$ cat config.mk
export PLATFORM = sky130hd
export DESIGN_NAME = addr_setup_seq
export DESIGN_NICKNAME = d
export VERILOG_FILES = /design/src/rtl/asw_pkg.sv /design/src/rtl/asw_cfg_reg.sv /design/src/rtl/asw_field_sel.sv /design/src/rtl/asw_phase_fsm.sv /design/src/rtl/addr_setup_seq.sv
export SDC_FILE = /design/constraint.sdc
export NUM_CORES = 1
export LEC_CHECK = 0
export CAP_MARGIN = 30
export CORE_UTILIZATION = 30
export CTS_BUF_LIST = sky130_fd_sc_hd__clkbuf_16
export DETAILED_ROUTE_END_ITERATION = 6
export MAX_ROUTING_LAYER = met4
export SLEW_MARGIN = 20
export SYNTH_ARGS = -nofsm -noshare
export SYNTH_HDL_FRONTEND = slang
export SYNTH_SLANG_ARGS = --single-unit
$ cat constraint.sdc
create_clock -name clk -period 1.66 [get_ports clk]
set_input_delay 0.166 -clock clk [delete_from_list [all_inputs] [get_ports clk]]
set_output_delay 0.166 -clock clk [all_outputs]
set_load 0.02 [all_outputs]
$ cat src/rtl/asw_pkg.sv
package asw_pkg;
   typedef enum logic [1:0] {
      PH_IDLE = 2'd0,
      PH_ADDR = 2'd1,
      PH_WAIT = 2'd2,
      PH_T1   = 2'd3
   } phase_e;

   localparam logic [1:0] MT_SRAM = 2'd0;
   localparam logic [1:0] MT_PROM = 2'd1;
endpackage

$ cat src/rtl/asw_cfg_reg.sv
module asw_cfg_reg #(
   parameter int CFG_W = 16,
   parameter logic [CFG_W-1:0] RST_VAL = '1
) (
   input  logic             clk,
   input  logic             rst_n,
   input  logic             wr_en,
   input  logic [CFG_W-1:0] wdata,
   input  logic             commit_ok,
   output logic [CFG_W-1:0] cfg_q
);
   logic [CFG_W-1:0] park_q;
   logic             park_v;

   always_ff @(posedge clk) begin
      if (!rst_n) begin
         cfg_q  <= RST_VAL;
         park_q <= '0;
         park_v <= 1'b0;
      end else if (commit_ok) begin
         if (wr_en)       cfg_q <= wdata;
         else if (park_v) cfg_q <= park_q;
         park_v <= 1'b0;
      end else if (wr_en) begin
         park_q <= wdata;
         park_v <= 1'b1;
      end
   end
endmodule

$ cat src/rtl/asw_field_sel.sv
module asw_field_sel
   import asw_pkg::*;
#(
   parameter int NUM_AREAS  = 8,
   parameter int CNT_W      = 2,
   parameter bit PROM_SETUP = 1'b1,
   localparam int CFG_W     = NUM_AREAS * CNT_W,
   localparam int SEL_W     = $clog2(NUM_AREAS)
) (
   input  logic [CFG_W-1:0] cfg,
   input  logic [SEL_W-1:0] area,
   input  logic             internal,
   input  logic [1:0]       mtype,
   output logic [CNT_W-1:0] waits
);
   logic [CNT_W-1:0] fld [NUM_AREAS];
   logic             type_ok;

   for (genvar g = 0; g < NUM_AREAS; g++) begin : g_fld
      assign fld[g] = cfg[g*CNT_W +: CNT_W];
   end

   if (PROM_SETUP) begin : g_prom
      assign type_ok = (mtype == MT_SRAM) || (mtype == MT_PROM);
   end else begin : g_sram_only
      assign type_ok = (mtype == MT_SRAM);
   end

   always_comb begin
      waits = '0;
      if (!internal && type_ok) waits = fld[area];
   end
endmodule

$ cat src/rtl/asw_phase_fsm.sv
module asw_phase_fsm
   import asw_pkg::*;
#(
   parameter int CNT_W = 2
) (
   input  logic             clk,
   input  logic             rst_n,
   input  logic             req_valid,
   input  logic [CNT_W-1:0] load_waits,
   input  logic             ext_wait,
   output phase_e           phase,
   output logic             req_ready,
   output logic             wait_mask,
   output logic             ext_wait_eff,
   output logic             commit_ok
);
   localparam logic [CNT_W-1:0] ONE = CNT_W'(1);

   logic [CNT_W-1:0] cnt_q;

   always_ff @(posedge clk) begin
      if (!rst_n) begin
         phase <= PH_IDLE;
         cnt_q <= '0;
      end else begin
         unique case (phase)
            PH_IDLE: if (req_valid) begin
               phase <= PH_ADDR;
               cnt_q <= load_waits;
            end
            PH_ADDR: phase <= (cnt_q == '0) ? PH_T1 : PH_WAIT;
            PH_WAIT: begin
               if (cnt_q == ONE) phase <= PH_T1;
               cnt_q <= cnt_q - ONE;
            end
            PH_T1:   phase <= PH_IDLE;
            default: phase <= PH_IDLE;
         endcase
      end
   end

   assign req_ready    = (phase == PH_IDLE);
   assign wait_mask    = (phase == PH_ADDR) || (phase == PH_WAIT);
   assign ext_wait_eff = ext_wait && (phase == PH_T1);
   assign commit_ok    = (phase == PH_IDLE) || (phase == PH_T1);
endmodule

$ cat src/rtl/addr_setup_seq.sv
module addr_setup_seq
   import asw_pkg::*;
#(
   parameter int NUM_AREAS  = 8,
   parameter int CNT_W      = 2,
   parameter bit PROM_SETUP = 1'b1,
   localparam int CFG_W     = NUM_AREAS * CNT_W,
   localparam int SEL_W     = $clog2(NUM_AREAS)
) (
   input  logic             clk,
   input  logic             rst_n,
   input  logic             cfg_wr_en,
   input  logic [CFG_W-1:0] cfg_wdata,
   output logic [CFG_W-1:0] cfg_rdata,
   input  logic             req_valid,
   input  logic [SEL_W-1:0] req_area,
   input  logic             req_internal,
   input  logic [1:0]       req_mtype,
   output logic             req_ready,
   input  logic             ext_wait,
   output logic             ext_wait_eff,
   output logic             wait_mask,
   output logic [1:0]       bus_phase
);
   if (NUM_AREAS < 2 || (1 << SEL_W) != NUM_AREAS) begin : g_bad_areas
      $error("NUM_AREAS must be a power of two of at least 2");
   end
   if (CNT_W < 1 || CNT_W > 8) begin : g_bad_cnt
      $error("CNT_W must lie in 1..8");
   end

   logic [CNT_W-1:0] sel_waits;
   logic             commit_ok;
   phase_e           phase;

   asw_cfg_reg #(.CFG_W(CFG_W), .RST_VAL({CFG_W{1'b1}})) u_cfg (
      .clk       (clk),
      .rst_n     (rst_n),
      .wr_en     (cfg_wr_en),
      .wdata     (cfg_wdata),
      .commit_ok (commit_ok),
      .cfg_q     (cfg_rdata)
   );

   asw_field_sel #(.NUM_AREAS(NUM_AREAS), .CNT_W(CNT_W), .PROM_SETUP(PROM_SETUP)) u_sel (
      .cfg      (cfg_rdata),
      .area     (req_area),
      .internal (req_internal),
      .mtype    (req_mtype),
      .waits    (sel_waits)
   );

   asw_phase_fsm #(.CNT_W(CNT_W)) u_fsm (
      .clk          (clk),
      .rst_n        (rst_n),
      .req_valid    (req_valid),
      .load_waits   (sel_waits),
      .ext_wait     (ext_wait),
      .phase        (phase),
      .req_ready    (req_ready),
      .wait_mask    (wait_mask),
      .ext_wait_eff (ext_wait_eff),
      .commit_ok    (commit_ok)
   );

   assign bus_phase = phase;
endmodule

==> summary.txt <==
Run status
  – Status: finished, final reports clean

Drt
  – Detail Route Antenna Nets: 0
  – First-pass detailed-route iteration total: 4
  – WL final: between 4000 and 5000 µm
  – DRC: 0
  – Via count: about 1500
  – Routed len/inst: 12.64 µm
  – Initial DRC Count: between 40 and 50
  – Routed vias/inst: between 4 and 5

Finish
  – Post-route cell area: 0.002536 mm²
  – Commonest non-fill, non-tap cell in the layout: nand2_1
  – Fillers: 549
  – Diodes inserted: 0
  – Layout cells sized above 1: 0.1250
  – Area Growth Syn to Fin: 45.62%
  – Most frequent cells in the layout: nand2_1, clkdlybuf4s50_1, dfxtp_1
  – Nets: 280
  – Non-filler cells, final: 320

Synthesis
  – Synth Register Bits: 37
  – Syn_nets: about 230
  – Mapped Area: 0.001742 mm²
  – Sequential cell area fraction in the yosys report: 0.4253
  – Cells after Synth: 194
  – YS warnings: 0
  – Syn Area/Cell: ~9 µm²
  – Yosys cell types: 33

Setup path
  – Worst stage delay on the critical path: 380 ps
  – Crit. End Element: output pin
  – Reg2Reg Depth: 6
  – Critical path required time: 1490 ps
  – Crit-path cells: inv_1, ha_2, clkdlybuf4s15_1
  – Worst path arrival time: 1400 ps
  – Crit Path Max Fanout: 6
  – CP Launch Type: flip-flop
  – WS Path Type: reg -> out
  – Critical path's slowest cell: ha_2

CTS
  – Post-CTS Setup Bufs: 0
  – CTS Sinks: 37
  – Clk slew on worst S/H paths: 60 ps
  – TritonCTS buffer count: 5
  – Clock Latency Late Sink: 280 ps
  – H-tree levels: 2
  – TritonCTS clock tree: built
  – Max clock buf depth: 2
  – Root Buffer Master: clkbuf_16

STA
  – Final Hold Viols: 0
  – Max Fclk: 637.2 MHz
  – Worst clock skew: 4.042 ps
  – Worst Tran Pin Value: 259.2 ps
  – Final period utilization: 0.9455
  – Slew HR: 0.8248
  – RSZ-0062 raised after global routing: no
  – Tmin final: 1569 ps
  – Final setup fails: 0
  – Slew Limit Fails: 0

Global route
  – Grt total ovfl: 0
  – First-pass GRT wire length: between 6000 and 7000 µm
  – Initial antenna violation count: 0
  – All-layer global routing usage: 0.1452
  – Largest net degree at the start of global routing: 33
  – Vias in the first global route: 1392

Floorplan
  – Die boundary width: 78.20 µm
  – Die H: 78.20 µm
  – Io pins: 48
  – Die footprint: 0.006114 mm²
  – Area of the core: 0.005540 mm²
  – Starting Density: 0.3144
  – Std-Cell Rows: 27

Power and ir drop
  – PwrDens: 1735 mW/mm²
  – Power Total: 4.401 mW
  – Lkg Pwr: 1.060 nW
  – Max IR drop VDD: 0.6606 mV

Placement
  – Routability congestion estimate: 0.7533
  – Buffers on Ports: 46
  – Cell total after placement: 312
  – DP HPWL: 2958 µm
  – Placed Area: 0.002338 mm²

Run
  – MaxCap Viol Count: 0

Min path
  – Hold path depth: 2
  – Hold Crit Class: reg -> reg
-- stage by stage --
step	setup slack, ps	hold slack [ps]	TNS, ps	utilization
CTS	7.858	456.2	0	0.4560
global route	17.35	474.2	0	0.4578
detailed placement	-58.67	448.3	-102.7	0.4221
floorplan	40.68	302.0	0	-
global placement	-42.38	440.9	-79.58	0.4221
finish	90.54	453.2	0	0.4578
-- cell families after synthesis --
family	after synthesis	share of synthesized area
buffers and inverters	19	0.05244
AO/OA/AOI/OAI	46	0.1818
adder cells (fa/ha/maj)	6	0.04310
flip-flops	37	0.4253
AND/OR/NAND/NOR	64	0.1552
multiplexers	22	0.1422
-- Yosys cell counts --
library cell / instances / area [µm²]
nor2_1: 2 / 7.510
a21boi_0: 7 / 52.55
mux2_2: 2 / 22.52
dfxtp_1: 37 / 740.7
buf_4: 1 / 7.510
ha_1: 6 / 75.07
buf_2: 6 / 30.03
o211a_1: 1 / 10.01
o22ai_1: 1 / 6.260
o21bai_1: 1 / 7.510
clkbuf_2: 1 / 5.000
nand2b_1: 1 / 6.260
mux2i_1: 18 / 180.2
and2_1: 2 / 12.51
clkbuf_1: 3 / 11.26
o21ai_0: 4 / 20.02
buf_6: 1 / 11.26
a2bb2oi_1: 1 / 8.760
nor2b_1: 1 / 6.260
nor4b_1: 1 / 8.760
nand2_1: 52 / 195.2
nor4_1: 1 / 6.260
clkinv_1: 1 / 3.750
mux4_2: 2 / 45.04
and2b_2: 2 / 17.52
o211ai_1: 16 / 120.1
a211oi_1: 3 / 22.52
inv_1: 6 / 22.52
nor3_1: 1 / 5.000
a21o_1: 2 / 15.01
a221oi_1: 1 / 8.760
nand3_1: 1 / 5.000
a21oi_1: 9 / 45.04
-- routing by layer --
| layer | part of all wire | track usage | up-vias | wire (µm) |
|---|---|---|---|---|
| met5 | 0 | - | - | 0 |
| met4 | 0.0077 | 0.04444 | 0 | 31 |
| met3 | 0.039 | 0.03953 | 2 | 159 |
| met2 | 0.49 | 0.2456 | 33 | 1995 |
| met1 | 0.46 | 0.1673 | 676 | 1859 |
| li1 | - | - | 783 | - |
-- worst max-delay path, delay by kind of cell (launching register included) --
kind	cells	cell delay, ps
flip-flops	1	370
buffers and inverters	2	380
adder cells (fa/ha/maj)	1	380
-- final timing paths --
check,startpoint,endpoint,slack (ps)
setup / recovery,u_fsm.phase[1],wait_mask,90
hold / removal,u_cfg.park_q[3],u_cfg.park_q[3],450
setup reg to reg,u_fsm.phase[0],u_fsm.cnt_q[1],160
hold reg to reg,u_cfg.park_q[3],u_cfg.park_q[3],450
-- sequential cells by signal (all words and copies together) (netlist names) --
register	flops
u_fsm.cnt_q	2
u_fsm.phase	2
u_cfg.park_v	1
u_cfg.park_q	16
u_cfg.cfg_q	16
-- area by class of cell --
cell class,instances,area (µm²),area share
clock buffers,5,125.1,0.04933
clock inverters,3,65.06,0.02565
inverters,7,26.28,0.01036
multi-input cells,138,922.1,0.3636
flip-flops and latches,37,743.2,0.2930
well taps,72,90.09,0.03552
repair buffers,58,564.3,0.2225
-- repair_timing --
| action | 4_1_cts | 5_1_grt |
|---|---|---|
| hold buffers | 0 | 0 |
| endpoints found under the setup margin | 2 | 3 |
| gates resized for setup | 2 | 3 |
-- power breakdown --
group          internal, mW  switching, mW  total [mW]
Sequential             1.19          0.226        1.42
Combinational         0.868          0.904        1.77
Clock                 0.857          0.350        1.21
Total                  2.92           1.48        4.40
Note: power is estimated with default switching activity, not from simulation.
